--- src/rtl/rgn_trk_pkg.sv ---
package rgn_trk_pkg;
  typedef enum logic [2:0] {
    RS_INV  = 3'd0,
    RS_PEND = 3'd1,
    RS_EXCL = 3'd2,
    RS_EXTC = 3'd3,
    RS_EXTD = 3'd4
  } rgn_state_e;

  typedef enum logic [2:0] {
    OP_MISS_RD = 3'd0,
    OP_MISS_WR = 3'd1,
    OP_SNP_RD  = 3'd2,
    OP_SNP_OWN = 3'd3,
    OP_FILL    = 3'd4,
    OP_DROP    = 3'd5,
    OP_RESP    = 3'd6,
    OP_NOP     = 3'd7
  } rgn_op_e;

  // Final region state from a combined region response.
  function automatic rgn_state_e resp_to_state(input logic [1:0] r);
    if (r[1])      return RS_EXTD;
    else if (r[0]) return RS_EXTC;
    else           return RS_EXCL;
  endfunction
endpackage

--- src/rtl/rgn_trk_match.sv ---
module rgn_trk_match #(
  parameter int WAYS  = 2,
  parameter int TAG_W = 22,
  localparam int WAY_W = (WAYS > 1) ? $clog2(WAYS) : 1
) (
  input  logic [WAYS-1:0]       vld,
  input  logic [WAYS*TAG_W-1:0] tags,
  input  logic [TAG_W-1:0]      key,
  output logic                  hit,
  output logic [WAY_W-1:0]      hit_way
);
  logic [WAYS-1:0] eq;

  for (genvar g = 0; g < WAYS; g++) begin : g_cmp
    assign eq[g] = vld[g] && (tags[g*TAG_W +: TAG_W] == key);
  end

  always_comb begin
    hit     = 1'b0;
    hit_way = '0;
    for (int w = 0; w < WAYS; w++) begin
      if (eq[w] && !hit) begin
        hit     = 1'b1;
        hit_way = WAY_W'(w);
      end
    end
  end
endmodule

--- src/rtl/rgn_trk_victim.sv ---
module rgn_trk_victim #(
  parameter int WAYS  = 2,
  parameter int CNT_W = 3,
  localparam int WAY_W = (WAYS > 1) ? $clog2(WAYS) : 1
) (
  input  logic [WAYS-1:0]       vld,
  input  logic [WAYS*CNT_W-1:0] cnts,
  output logic [WAY_W-1:0]      way
);
  logic got_free, got_empty;
  logic [WAY_W-1:0] free_way, empty_way;

  always_comb begin
    got_free  = 1'b0;
    got_empty = 1'b0;
    free_way  = '0;
    empty_way = '0;
    for (int w = 0; w < WAYS; w++) begin
      if (!vld[w] && !got_free) begin
        got_free = 1'b1;
        free_way = WAY_W'(w);
      end
      if (vld[w] && cnts[w*CNT_W +: CNT_W] == '0 && !got_empty) begin
        got_empty = 1'b1;
        empty_way = WAY_W'(w);
      end
    end
    if (got_free)       way = free_way;
    else if (got_empty) way = empty_way;
    else                way = '0;
  end
endmodule

--- src/rtl/rgn_trk_cnt.sv ---
module rgn_trk_cnt #(
  parameter int CNT_W = 3,
  parameter int MAX   = 4
) (
  input  logic [CNT_W-1:0] cur,
  input  logic             inc,
  input  logic             dec,
  output logic [CNT_W-1:0] nxt
);
  always_comb begin
    nxt = cur;
    if (inc && cur != CNT_W'(MAX))  nxt = cur + 1'b1;
    else if (dec && cur != '0)      nxt = cur - 1'b1;
  end
endmodule

--- src/rtl/region_tracker.sv ---
module region_tracker
  import rgn_trk_pkg::*;
#(
  parameter int ADDR_W           = 32,
  parameter int LINE_BYTES       = 64,
  parameter int LINES_PER_REGION = 4,
  parameter int SETS             = 4,
  parameter int WAYS             = 2,
  localparam int RGN_OFS = $clog2(LINE_BYTES) + $clog2(LINES_PER_REGION),
  localparam int RN_W    = ADDR_W - RGN_OFS
) (
  input  logic              clk,
  input  logic              rst,
  input  logic              op_valid,
  input  logic [2:0]        op_code,
  input  logic [ADDR_W-1:0] op_addr,
  input  logic [1:0]        op_resp,
  output logic              out_valid,
  output logic              out_bcast,
  output logic [1:0]        out_snp_resp,
  output logic              out_to_tags,
  output logic              out_evict_valid,
  output logic [RN_W-1:0]   out_evict_rgn
);
  localparam int SET_W = $clog2(SETS);
  localparam int TAG_W = RN_W - SET_W;
  localparam int CNT_W = $clog2(LINES_PER_REGION + 1);
  localparam int WAY_W = (WAYS > 1) ? $clog2(WAYS) : 1;

  logic [TAG_W-1:0] tag_q   [SETS][WAYS];
  rgn_state_e       st_q    [SETS][WAYS];
  logic             dirty_q [SETS][WAYS];
  logic [CNT_W-1:0] cnt_q   [SETS][WAYS];

  rgn_op_e          op;
  logic [RN_W-1:0]  rn;
  logic [SET_W-1:0] set_idx;
  logic [TAG_W-1:0] key;
  logic             unused_ofs;

  assign op         = rgn_op_e'(op_code);
  assign rn         = op_addr[ADDR_W-1:RGN_OFS];
  assign set_idx    = rn[SET_W-1:0];
  assign key        = rn[RN_W-1:SET_W];
  assign unused_ofs = ^op_addr[RGN_OFS-1:0];

  logic [WAYS-1:0]       vld_vec;
  logic [WAYS*TAG_W-1:0] tag_flat;
  logic [WAYS*CNT_W-1:0] cnt_flat;

  for (genvar g = 0; g < WAYS; g++) begin : g_set_view
    assign vld_vec[g]                 = (st_q[set_idx][g] != RS_INV);
    assign tag_flat[g*TAG_W +: TAG_W] = tag_q[set_idx][g];
    assign cnt_flat[g*CNT_W +: CNT_W] = cnt_q[set_idx][g];
  end

  logic             hit;
  logic [WAY_W-1:0] hit_way, vic_way;

  rgn_trk_match #(.WAYS(WAYS), .TAG_W(TAG_W)) u_match (
    .vld(vld_vec), .tags(tag_flat), .key(key), .hit(hit), .hit_way(hit_way));

  rgn_trk_victim #(.WAYS(WAYS), .CNT_W(CNT_W)) u_victim (
    .vld(vld_vec), .cnts(cnt_flat), .way(vic_way));

  rgn_state_e       hit_st;
  logic             hit_dirty;
  logic [CNT_W-1:0] hit_cnt, cnt_nx;

  assign hit_st    = st_q[set_idx][hit_way];
  assign hit_dirty = dirty_q[set_idx][hit_way];
  assign hit_cnt   = cnt_q[set_idx][hit_way];

  rgn_trk_cnt #(.CNT_W(CNT_W), .MAX(LINES_PER_REGION)) u_cnt (
    .cur(hit_cnt), .inc(op == OP_FILL), .dec(op == OP_DROP), .nxt(cnt_nx));

  logic            nx_bcast, nx_tags, nx_evict;
  logic [1:0]      nx_resp;
  logic [RN_W-1:0] nx_evict_rgn;
  rgn_state_e      snp_st;

  always_comb begin
    nx_bcast     = 1'b0;
    nx_tags      = 1'b0;
    nx_evict     = 1'b0;
    nx_resp      = 2'b00;
    nx_evict_rgn = '0;
    snp_st       = hit_st;
    case (op)
      OP_MISS_RD, OP_MISS_WR: begin
        if (hit) begin
          case (hit_st)
            RS_EXCL: nx_bcast = 1'b0;
            RS_EXTC: nx_bcast = (op == OP_MISS_WR);
            default: nx_bcast = 1'b1;
          endcase
        end else begin
          nx_bcast = 1'b1;
          if (vld_vec[vic_way] && cnt_q[set_idx][vic_way] != '0) begin
            nx_evict     = 1'b1;
            nx_evict_rgn = {tag_q[set_idx][vic_way], set_idx};
          end
        end
      end
      OP_SNP_RD, OP_SNP_OWN: begin
        if (hit && hit_cnt != '0) begin
          nx_tags = 1'b1;
          nx_resp = hit_dirty ? 2'b10 : 2'b01;
        end
        if (op == OP_SNP_OWN && hit_st != RS_PEND) snp_st = RS_EXTD;
        else if (op == OP_SNP_RD && hit_st == RS_EXCL) snp_st = RS_EXTC;
      end
      default: ;
    endcase
  end

  always_ff @(posedge clk) begin
    if (rst) begin
      out_valid       <= 1'b0;
      out_bcast       <= 1'b0;
      out_snp_resp    <= 2'b00;
      out_to_tags     <= 1'b0;
      out_evict_valid <= 1'b0;
      out_evict_rgn   <= '0;
      for (int s = 0; s < SETS; s++)
        for (int w = 0; w < WAYS; w++)
          st_q[s][w] <= RS_INV;
    end else begin
      out_valid       <= op_valid;
      out_bcast       <= op_valid & nx_bcast;
      out_snp_resp    <= op_valid ? nx_resp : 2'b00;
      out_to_tags     <= op_valid & nx_tags;
      out_evict_valid <= op_valid & nx_evict;
      out_evict_rgn   <= (op_valid & nx_evict) ? nx_evict_rgn : '0;
      if (op_valid) begin
        case (op)
          OP_MISS_RD, OP_MISS_WR: begin
            if (hit) begin
              if (op == OP_MISS_WR) dirty_q[set_idx][hit_way] <= 1'b1;
            end else begin
              tag_q[set_idx][vic_way]   <= key;
              st_q[set_idx][vic_way]    <= RS_PEND;
              dirty_q[set_idx][vic_way] <= (op == OP_MISS_WR);
              cnt_q[set_idx][vic_way]   <= '0;
            end
          end
          OP_SNP_RD, OP_SNP_OWN: if (hit) st_q[set_idx][hit_way] <= snp_st;
          OP_FILL, OP_DROP:      if (hit) cnt_q[set_idx][hit_way] <= cnt_nx;
          OP_RESP:               if (hit) st_q[set_idx][hit_way] <= resp_to_state(op_resp);
          default: ;
        endcase
      end
    end
  end
endmodule

--- config.mk ---
export PLATFORM = sky130hd
export DESIGN_NAME = region_tracker
export DESIGN_NICKNAME = d
export VERILOG_FILES = /design/src/rtl/rgn_trk_pkg.sv /design/src/rtl/rgn_trk_match.sv /design/src/rtl/rgn_trk_victim.sv /design/src/rtl/rgn_trk_cnt.sv /design/src/rtl/region_tracker.sv
export SDC_FILE = /design/constraint.sdc
export NUM_CORES = 1
export LEC_CHECK = 0
export BUFFER_PORTS_ARGS = -buffer_cell sky130_fd_sc_hd__buf_2
export CAP_MARGIN = 20
export CORE_AREA = 2 2 162 164
export CTS_BUF_LIST = sky130_fd_sc_hd__clkbuf_8
export DETAILED_ROUTE_END_ITERATION = 10
export DIE_AREA = 0 0 164 166
export GPL_TIMING_DRIVEN = 0
export PLACE_DENSITY = 0.58
export SETUP_SLACK_MARGIN = 0.4
export SYNTH_ARGS = -nofsm -noshare
export SYNTH_HDL_FRONTEND = slang
export SYNTH_SLANG_ARGS = --single-unit
--- constraint.sdc ---
create_clock -name clk -period 6.1 [get_ports clk]
set_input_delay 0.305 -clock clk [delete_from_list [all_inputs] [get_ports clk]]
set_output_delay 0.305 -clock clk [all_outputs]
set_load 0.01 [all_outputs]
# After elaboration in Yosys (flattened, before gate mapping)
# Memories as Yosys holds them, arrays and structs flattened.
# Index checks and enable logic that the tools add are counted.
# word_totals
reg_bits,30
mem_count,4
mem_bits_rw,232
word_cells,200
# op_classes
n_reduce_logical,31
muxes,109
eq_ne,12
n_addsub,2
bitwise_logic,31
n_lt_le_gt_ge,5
# memory_table
name,depth,word_bits,rd,rd_clocked_by_memory_dff,write_ports,line_no,source
tag_q,4,44,1,0,1,region_tracker.sv:30,logic [TAG_W-1:0] tag_q [SETS][WAYS];
cnt_q,4,6,1,0,1,region_tracker.sv:33,logic [CNT_W-1:0] cnt_q [SETS][WAYS];
st_q,4,6,1,0,4,region_tracker.sv:31,rgn_state_e st_q [SETS][WAYS];
dirty_q,4,2,1,0,1,region_tracker.sv:32,logic dirty_q [SETS][WAYS];
# ops
cell,n
2-to-1 mux 22 bit,4
2-to-1 mux 1 bit,67
2-to-1 mux 3 bit,21
equality test 22 bit,2
2-to-1 mux 44 bit,1
2-to-1 mux 6 bit,6
demux 22 bit (select 1 bit),1
bitwise OR 1 bit,20
logical AND 1 bit,15
"equality test 3 x 2 -> 1 bit, second input constant",4
nonzero test 3 bit,4
"equality test 3 bit, second input constant",3
zero test 3 bit,3
2-to-1 mux 2 bit,4
demux 3 bit (select 1 bit),2
inverter 1 bit,6
OR reduction 2 bit,3
OR reduction 6 bit,1
OR reduction 5 bit,1
">= comparator 2 bit, second input constant",2
"< comparator 2 x 1 -> 1 bit, second input constant",2
inverter 1 -> 2 bit,2
OR reduction 4 bit,1
"adder 3 x 1 -> 3 bit, second input constant",1
9 further kinds,14

# Longest topological paths before layout
# Gate-level depths: netlist of the first run.
# An unclocked memory read counts as a cell.
# logic_depth
depth_word,21
depth_mapped,17
mapped_depth_nobuf,14

# Cells and area by module
# A second synthesis of the first run with hierarchy kept.
# unflattened
hier_cells,663
area_unflattened_um2,11070.6
# by_module_without_submodules
mod,area_per_inst_um2,n_inst,cells_per_inst,seq_area_each_um2
region_tracker,10368.7,1,574,7567.3
rgn_trk_match,508.0,1,62,0.0
rgn_trk_cnt,168.9,1,23,0.0
rgn_trk_victim,25.0,1,4,0.0

# Worst setup path after synthesis of the first run
# Ideal clock, no wire load.
# synth_path
path_kind,input -> register
startpoint,in op_addr[8]
endpoint,"mem cnt_q[0][5] (netlist bit), data pin"
required_ns,5.932
arrival_ns,4.210
setup_time_ns,0.168
path_slack_ns,1.721
path_stages,17
cell_sequence,buf_6 -> buf_2 -> buf_4 -> mux4_2 -> xnor2_1 -> nand4_1 -> nor4_1 -> o311ai_4 -> mux2_2 -> inv_2 -> ha_1 -> ha_1 -> or3b_2 -> nor2b_1 -> nor3_1 -> mux2i_1 -> nor2_1
# synth_via
elab_chain_len,16
# synth_lines
element,line_no,source
start: declaration,region_tracker.sv:16,"input logic [ADDR_W-1:0] op_addr,"
"parallel branches: the longest is 15 deep, another holds memory (4 x 44 bit)",n/a,
2-to-1 mux 1 bit (no line) (*),n/a,
end: declaration,region_tracker.sv:33,
# Every way passes the cells marked *. The select of a mux whose other input is x is not followed.

# Final worst setup path of the first run
# layout_path
startpoint,in op_addr[9]
endpoint,"mem cnt_q[3][2] (netlist bit), data pin"
# Same word-level chain as after synthesis.

==> key figures, run 1 <==
Clock tree
  • CTS Hold Bufs: 0
  • CTS max path bufs: 3
  • Clock transition at path regs: approximately 0.06 ns
  • # clock sinks: roughly 260
  • H-tree depth: 2
  • CTS tree: built
  • CTS resizes: 0
  • TritonCTS Buffers: between 40 and 50
  • # Post-CTS Setup Buffers: 0
  • Worst-Skew Late Latency: about 0.55 ns
  • CTS Root Cell: clkbuf_8

Placed design
  • Post-Place Cell Area: about 12000 um^2
  • PortBufs: 58
  • Hpwl dp: 17.29 mm
  • RePlAce Congestion: 0.8483

Logic synthesis
  • Post-Synthesis Cells: 634
  • Seq/Total Area, Yosys: 0.6961
  • Mapped cell area: 10870 um^2
  • Synth Register Bits: 262
  • Cell taking the most area after synthesis: edfxtp_1
  • Synth area leaders: edfxtp_1, mux4_2, dfxtp_1, xnor2_1, nor2_1
  • Asr flop ratio synth: 0
  • Post-synth top flop: edfxtp_1
  • Post-synth net total: 678
  • Post-synth EDFFs: 232
  • Most frequent cells after synthesis: edfxtp_1, nor2_1, mux4_2
  • Share of Yosys cell area claimed by the top area cell type: 0.6409
  • Yosys warning total: 0
  • Syn Area/Cell: 17.15 um^2
  • Yosys cell types: 48
  • Top-count cell post-synth: edfxtp_1

Status
  • Status: completed

Pwr
  • Lkg Pwr: 4.257 nW
  • Int Pwr: 2.884 mW
  • PwrDens: between 200 and 300 nW/um^2
  • Sw frac: 0.2273
  • Sequential power share: 0.527
  • Comb pwr share: 0.073
  • Worst vdd ir: 0.0001629 V
  • Clock power frac: 0.400
  • Tot Pwr: 3.732 mW
  • Net Sw Power: 0.8483 mW

Floorplan
  • Io pins: 70
  • Row count: 59
  • Die Y: 166 um
  • Core ar.: 25620 um^2
  • Die X-Extent: between 150 and 200 um
  • Starting Density: 0.4244
  • Die area: 27220 um^2

Route
  • DRT Pass-1 Iters: 5
  • Wire length on met3: 1.711 mm
  • Via total after detailed routing: 6136
  • Detail Route Antenna Nets: 0
  • Drt wl/cell: 23.34 um
  • Wl on met1: 10.81 mm
  • Vias per cell: about 5.5
  • Final wirelength: 25.93 mm
  • Metal2 WL: 12.77 mm
  • DRC: 0
  • Max Used Layer: met5
  • DR iter-0 viols: between 400 and 500

Worst setup path
  • Most frequent CP cell: ha_1
  • Max Fanout on Critical Path: 10
  • CP Launch Type: primary input
  • Required time of the critical path: 6.44 ns
  • WP data arrival: 5.55 ns
  • Critical path's largest stage delay: 0.79 ns
  • CP Capture Type: register
  • Critical-path cell list: buf_2 -> clkbuf_1 -> mux4_2 -> xnor2_1 -> nand4_1 -> or4_1 -> o311ai_4 -> mux2_2 -> inv_2 -> ha_1 -> ha_1 -> or3b_2 -> nor2b_1 -> nor3_1 -> mux2i_1 -> nor2_1
  • Worst path bufs/invs: 3
  • CP top delay family: simple AND/OR/NAND/NOR gates
  • Critical path class: primary input to register
  • R2R Setup Slk: 1.22 ns
  • Crit-path slowest cell: clkbuf_1

Finish
  • Register area: 7567 um^2
  • Nets: 785
  • P&R area growth vs syn: 15.91%
  • Post-route cell area: 12600 um^2
  • Fill count: 2165
  • Ratio of cells with drive above 1 in the final layout: 0.2784
  • Area of the multi-input gates: between 3000 and 4000 um^2
  • # diodes: 0
  • Utilization after layout: 0.4919

GRT
  • Wire length of the first global-routing pass: 38.94 mm
  • Vias in the first global route: 6466
  • Largest net degree at the start of global routing: 23
  • Overall routing resource usage: 0.1947
  • Initial antenna violation count: 1
  • Total grt overflow: 0

STA
  • Final Cycle Share: 0.8543
  • Clk_skew: slightly below 0.02 ns
  • Relative slew slack: 0.3184
  • Number of hold violations in the final report: 0
  • Hold slack final: 0.06139 ns
  • Worst-margin pin slew: 1.022 ns
  • Fmax: 191.9 MHz
  • RSZ-0062 raised after global routing: false
  • Slew Limit Fails: 0
  • Min Tclk post-route: 5.211 ns
  • Setup violations, final: 0

Worst hold path
  • Hold Crit Class: primary input to register

Flow run
  • Max-Cap Viols: 0
sequential cells by signal (all words and copies together) (netlist names):
name	count
out_bcast	1
cnt_q	24
out_evict_valid	1
out_valid	1
out_to_tags	1
st_q	24
tag_q	176
out_snp_resp	2
out_evict_rgn	24
dirty_q	8
cells by family after synthesis:
logic type,count (synthesis),share of synthesized area
flip-flops,262,0.6961
AND/OR/NAND/NOR,170,0.07723
multiplexers,86,0.1466
XOR/XNOR,45,0.03626
AO/OA/AOI/OAI,34,0.02440
buffers and inverters,33,0.01473
adder cells (fa/ha/maj),4,0.004604
layout make-up:
class                   count  share of cell area
clock inverters            28             0.01182
multi-input cells         339              0.2542
well taps                 335             0.03327
flip-flops and latches    262              0.6006
inverters                  10            0.002979
plain buffers              23            0.009732
clock buffers              52             0.05680
repair buffers             62             0.03059
stage by stage:
step | setup WS, ns | cells | setup TNS, ns
floorplan | 1.721 | 634 | 0
global placement | -0.9030 | 1027 | -74.02
detailed placement | 0.4502 | 1031 | 0
CTS | 1.000 | 1111 | 0
global route | 0.7461 | 1111 | 0
finish | 0.8890 | 1111 | 0
worst register-to-register path, cell delays in order, from the launching register on:
cell      delay [ns]
edfxtp_1        0.36
mux4_2          0.50
xnor2_1         0.40
nand4_1         0.15
or4_1           0.60
o311ai_4        0.53
mux2_2          0.31
inv_2           0.05
ha_1            0.23
ha_1            0.22
or3b_2          0.52
nor2b_1         0.20
nor3_1          0.23
mux2i_1         0.14
nor2_1          0.23
power by group through the flow:
stage / sequential [mW] / clock (mW) / combinational [mW]
3_3_place_gp: 2.00 / 0 / 0.264
6_report: 1.97 / 1.49 / 0.271
4_1_cts: 1.97 / 1.53 / 0.272
2_1_floorplan: 2.01 / 0 / 0.168
5_1_grt: 1.97 / 1.61 / 0.290
3_5_place_dp: 2.00 / 0 / 0.271
cell usage in the layout (no fill, tap or decap), types with 7 or more instances in the layout:
cell	instances
nor2_4	8
nor2b_1	7
nand4_1	19
clkbuf_8	52
buf_2	66
inv_1	20
mux4_2	58
clkbuf_1	9
a21oi_1	7
nor3_1	7
edfxtp_1	232
nand3_1	7
dfxtp_1	30
clkinv_2	7
nand2_1	17
nor2_1	70
nand2b_1	8
mux2i_1	25
xnor2_1	44
layer usage:
metal,vias to the layer above,GRT usage
met1,3133,0.2629
met4,2,0.06369
li1,2707,-
met2,235,0.3166
met3,59,0.04021
met5,-,0
final timing paths:
| check | cells past startpoint | start | end |
|---|---|---|---|
| worst max register to register | 14 | tag_q[3][25] | cnt_q[3][2] |
| worst min register to register | 3 | tag_q[3][24] | out_evict_rgn[4] |
| worst min-delay path | 3 | op_valid | out_valid |
| worst max-delay path | 16 | op_addr[9] | cnt_q[3][2] |
Note: power is estimated with default switching activity, not from simulation.
==> run 2, diff against run 1 <==
--- a/config.mk
+++ b/config.mk
@@ -12,7 +12,7 @@
 export DETAILED_ROUTE_END_ITERATION = 10
 export DIE_AREA = 0 0 164 166
 export GPL_TIMING_DRIVEN = 0
-export PLACE_DENSITY = 0.58
+export PLACE_DENSITY = 0.67
 export SETUP_SLACK_MARGIN = 0.4
 export SYNTH_ARGS = -nofsm -noshare
 export SYNTH_HDL_FRONTEND = slang
==> run 2 against run 1 <==
  * Hold slack improved by 0.0093 ns
  * Die area unchanged
  * First-iteration DRC count increased by 46%
  * Critical endpoint is now st_q[0][0]
==> key figures, run 2 (synthesis results as in run 1) <==
Status
  • Status: completed

Worst setup path
  • Required time of the critical path: 6.33 ns
  • CP Capture Type: register
  • Critical path class: primary input to register
  • CP Launch Type: primary input
  • Max Fanout on Critical Path: 23
  • Critical-path cell list: buf_2 -> buf_2 -> buf_1 -> buf_1 -> mux4_2 -> nor3_1 -> nand2b_1 -> a21oi_1 -> nand4_1 -> nor2_4 -> or3_1
  • Crit-path slowest cell: nor2_4
  • WP data arrival: approximately 5.5 ns
  • Critical path's largest stage delay: 0.99 ns

Clock tree
  • CTS tree: built
  • Clock transition at path regs: 0.06 ns
  • Worst-Skew Late Latency: between 0.5 and 0.6 ns
  • # clock sinks: 262
  • CTS resizes: 0
  • CTS max path bufs: 3
  • # Post-CTS Setup Buffers: 0
  • H-tree depth: 2
  • CTS Root Cell: clkbuf_8
  • CTS Hold Bufs: 0
  • TritonCTS Buffers: 42

STA
  • Number of hold violations in the final report: 0
  • Worst-margin pin slew: 0.9567 ns
  • Fmax: 190.3 MHz
  • Setup violations, final: 0
  • Final worst slack: 0.8448 ns
  • Final Cycle Share: 0.8615
  • Slew Limit Fails: 0
  • RSZ-0062 raised after global routing: false
  • Clk_skew: 0.03304 ns
  • Min Tclk post-route: 5.255 ns
  • Relative slew slack: 0.3607

Placed design
  • PortBufs: 58
  • RePlAce Congestion: 0.8874
  • Hpwl dp: 16.74 mm
  • Worst slack, placed: 0.3431 ns
  • Post-Place Cell Area: approximately 12000 um^2

Route
  • Detail Route Antenna Nets: 0
  • DRC: 0
  • DR iter-0 viols: slightly below 700
  • DRT Pass-1 Iters: 5
  • Via total after detailed routing: 6223
  • Final wirelength: 25.85 mm
  • Drt wl/cell: 23.41 um
  • Vias per cell: 5.637

GRT
  • Largest net degree at the start of global routing: 24
  • Vias in the first global route: ~6600
  • Wire length of the first global-routing pass: 39.30 mm
  • Total grt overflow: 0
  • Initial antenna violation count: 1
  • Overall routing resource usage: 0.1942

Pwr
  • Sw frac: 0.2348
  • Tot Pwr: around 3.6 mW
  • Lkg Pwr: roughly 4.2 nW
  • Int Pwr: 2.760 mW
  • Clock power frac: 0.380
  • Sequential power share: 0.545
  • Net Sw Power: 0.8470 mW
  • Comb pwr share: 0.075
  • Worst vdd ir: 0.0002092 V
  • PwrDens: 290.8 nW/um^2

Floorplan
  • Die area: 27220 um^2
  • Starting Density: 0.4244
  • Row count: 59
  • Core ar.: 25620 um^2
  • Die Y: 166 um
  • Die X-Extent: 164 um
  • Io pins: 70

Finish
  • Register bank with the most flops: tag_q
  • Nets: 780
  • Post-route cell area: about 12000 um^2
  • P&R area growth vs syn: 14.10%
  • Max FFs per register: 176
  • Most common cell after layout, fill and taps aside: edfxtp_1
  • Fill count: 2193
  • Utilization after layout: 0.4842
  • Commonest non-fill, non-tap cells in the layout: edfxtp_1, nor2_1, buf_2
  • Ratio of cells with drive above 1 in the final layout: 0.2617

Flow run
  • Max-Cap Viols: 0

Worst hold path
  • Hold Crit Class: primary input to register
[run 2: changes by cell type in the layout (fill, tap and decap cells not counted), moves of 2 or more]
cell,delta
clkinv_2,-4
buf_16,-2
clkinv_1,+5
inv_1,+2
buf_12,-2
clkbuf_8,-6
[run 2: per-stage QoR]
step | hold WS [ns] | setup TNS [ns] | instances
floorplan | 0.4039 | 0 | 634
global placement | 0.5972 | -31.82 | 1027
detailed placement | 0.6073 | 0 | 1027
CTS | 0.04767 | 0 | 1103
global route | 0.08201 | 0 | 1103
finish | 0.07072 | 0 | 1104
[run 2: path summary, 6_finish.rpt]
kind	slack (ns)	end	from	depth (start not counted)
worst min register to register	0.77	out_evict_rgn[16]	tag_q[2][14]	3
worst min-delay path	0.07	tag_q[3][25]	op_addr[13]	1
worst max-delay path	0.84	st_q[0][0]	op_addr[9]	11
worst max register to register	1.27	cnt_q[3][5]	tag_q[3][24]	14
[run 2: worst max-delay path, delay by kind of cell]
family	cells	cell delay, ns
and+or+nand+nor	5	2.43
AOI/OAI and AO/OA	1	0.54
buffers and inverters	4	1.76
muxes	1	0.44
[run 2: area by class of cell]
cell class	instances	area (um^2)	area share
sequential	262	7567	0.6101
clock buffer	46	633.1	0.05104
antenna	1	2.502	0.0002018
buffer	23	122.6	0.009886
inverter	10	37.54	0.003026
clock inverter	30	127.6	0.01029
multi-input combinational	339	3203	0.2582
tap	335	419.2	0.03379
timing repair buffer	58	290.3	0.02340
[run 2: per-layer routing]
| layer | up-vias | GRT usage | wire length [um] |
|---|---|---|---|
| met5 | - | 0 | 0 |
| li1 | 2699 | - | - |
| met2 | 262 | 0.3177 | 12830 |
| met4 | 0 | 0.05454 | 541 |
| met1 | 3214 | 0.2681 | 10790 |
| met3 | 48 | 0.03497 | 1693 |
[run 2: power by group through the flow]
stage / Combinational, mW / Clock (mW) / Sequential (mW)
after CTS: 0.269 / 1.39 / 1.97
after floorplan: 0.168 / 0 / 2.01
after detailed placement: 0.268 / 0 / 2.00
after global routing: 0.289 / 1.47 / 1.97
final: 0.270 / 1.37 / 1.97
after global placement: 0.260 / 0 / 2.00
==> run 3, diff against run 2 <==
--- a/config.mk
+++ b/config.mk
@@ -7,12 +7,12 @@
 export LEC_CHECK = 0
 export BUFFER_PORTS_ARGS = -buffer_cell sky130_fd_sc_hd__buf_2
 export CAP_MARGIN = 20
-export CORE_AREA = 2 2 162 164
+export CORE_AREA = 2 2 194 196
 export CTS_BUF_LIST = sky130_fd_sc_hd__clkbuf_8
 export DETAILED_ROUTE_END_ITERATION = 10
-export DIE_AREA = 0 0 164 166
+export DIE_AREA = 0 0 196 198
 export GPL_TIMING_DRIVEN = 0
-export PLACE_DENSITY = 0.67
+export PLACE_DENSITY = 0.52
 export SETUP_SLACK_MARGIN = 0.4
 export SYNTH_ARGS = -nofsm -noshare
 export SYNTH_HDL_FRONTEND = slang
==> run 3 against run 2 <==
  * Largest cell class unchanged
  * Setup slack improved by 0.22 ns
  * Critical path type unchanged
  * Routed wire length rose by 5.7%
  * Critical endpoint is now st_q[1][0]
  * Global-route usage fell by 5.1 points
  * Maximum frequency grew 4.5%
  * Via count down 3.0%
  * Sequential power hardly changed
==> key figures, run 3 (synthesis results as in run 1) <==
Status
  • Status: completed

Finish
  • Utilization after layout: 0.3479
  • Ratio of cells with drive above 1 in the final layout: 0.2780
  • Fill count: between 3000 and 4000
  • Area of the multi-input gates: 3203 um^2
  • Most common cell after layout, fill and taps aside: edfxtp_1
  • Max FFs per register: between 150 and 200
  • Commonest non-fill, non-tap cells in the layout: edfxtp_1, nor2_1, buf_2
  • P&R area growth vs syn: 18.28%
  • Register bank with the most flops: tag_q
  • Register area: 7567 um^2
  • Nets: slightly below 800

Clock tree
  • # Post-CTS Setup Buffers: 0
  • # clock sinks: 262
  • CTS Root Cell: clkbuf_8
  • H-tree depth: 2
  • Worst-Skew Late Latency: around 0.57 ns
  • CTS resizes: 0
  • CTS Hold Bufs: 0
  • CTS max path bufs: 3
  • CTS tree: built
  • Clock transition at path regs: approximately 0.060 ns
  • TritonCTS Buffers: 45

STA
  • Relative slew slack: 0.3851
  • Final Cycle Share: 0.8248
  • Min Tclk post-route: 5.031 ns
  • Hold slack final: 0.05875 ns
  • Number of hold violations in the final report: 0
  • Final worst slack: 1.069 ns
  • Worst-margin pin slew: just over 0.9 ns
  • Clk_skew: 0.04202 ns
  • RSZ-0062 raised after global routing: false
  • Fmax: 198.8 MHz
  • Setup violations, final: 0
  • Slew Limit Fails: 0

Placed design
  • Hpwl dp: 18.13 mm
  • RePlAce Congestion: 0.8121
  • PortBufs: 58
  • Worst slack, placed: ~0.44 ns

Floorplan
  • Starting Density: 0.2941
  • Io pins: 70
  • Die area: 38810 um^2
  • Die X-Extent: 196 um
  • Core ar.: ~37000 um^2
  • Die Y: 198 um
  • Row count: 71

Worst hold path
  • Hold Crit Class: primary input to register

Route
  • DRT Pass-1 Iters: 4
  • Detail Route Antenna Nets: 0
  • DR iter-0 viols: about 360
  • Vias per cell: 4.823
  • Via total after detailed routing: roughly 6000
  • Final wirelength: 27.33 mm
  • DRC: 0
  • Drt wl/cell: 21.83 um

Pwr
  • Tot Pwr: 3.900 mW
  • PwrDens: around 300 nW/um^2
  • Worst vdd ir: 0.0001849 V
  • Lkg Pwr: 4.308 nW

GRT
  • Initial antenna violation count: 2
  • Wire length of the first global-routing pass: 41.00 mm
  • Vias in the first global route: ~6400
  • Largest net degree at the start of global routing: 23
  • Overall routing resource usage: 0.1437
  • Total grt overflow: 0

Worst setup path
  • CP Capture Type: register
  • CP Launch Type: primary input
  • Required time of the critical path: ~6.4 ns
  • Max Fanout on Critical Path: 16
  • Critical path class: primary input to register
  • WP data arrival: approximately 5.3 ns

Flow run
  • Max-Cap Viols: 0
## run 3: cell count changes in the layout (fill, tap and decap cells not counted), sizes merged
cell and change:
inv +3, bufinv +4, buf +4, clkbuf +5, clkinv -7
## run 3: per-layer routing
layer  wire length [um]  share of wire  vias to the layer above  GRT usage
li1                   -              -                     2708          -
met1              12180           0.45                     3110     0.1923
met2              13190           0.48                      161     0.2386
met3               1378          0.050                       57    0.02947
met4                557          0.020                        2    0.03872
met5                 13        0.00048                        -          0
## run 3: path summary, 6_finish.rpt
kind / startpoint / to / slack [ns] / cells past startpoint
max: op_addr[9] / st_q[1][0] / 1.07 / 12
max reg2reg: tag_q[3][24] / cnt_q[2][2] / 1.31 / 14
min reg2reg: tag_q[2][36] / out_evict_rgn[16] / 0.74 / 3
min: op_addr[24] / tag_q[2][14] / 0.06 / 1
## run 3: cell type report
class,instances,share of cell area
flip-flops and latches,262,0.5886
multi-input cells,339,0.2491
clock buffers,51,0.05459
well taps,474,0.04613
repair buffers,62,0.02997
clock inverters,30,0.01898
plain buffers,23,0.009537
inverters,10,0.002919
diodes,1,0.0001946
## run 3: power by group
group | switching, mW | total [mW] | internal [mW]
Clock | 0.722 | 1.66 | 0.939
Sequential | 0.00346 | 1.97 | 1.96
Combinational | 0.170 | 0.272 | 0.102
Total | 0.896 | 3.90 | 3.00
## run 3: worst max-delay path, stage by stage
cell and delay, ns:
buf_2 0.20, buf_2 0.39, buf_1 0.63, buf_1 0.57, mux4_2 0.43, nor3_1 0.29
nand2b_1 0.10, a21oi_1 0.59, nand4_1 0.71, nor2_4 0.60, buf_16 0.24, or3_1 0.20
## run 3: metrics by stage
step	area [um^2]	setup TNS (ns)	instances
6_report	12860	0	1252
5_1_grt	12850	0	1251
4_1_cts	12850	0	1251
3_5_place_dp	11910	0	1170
3_3_place_gp	11750	-108.08	1166
2_1_floorplan	10870	0	634
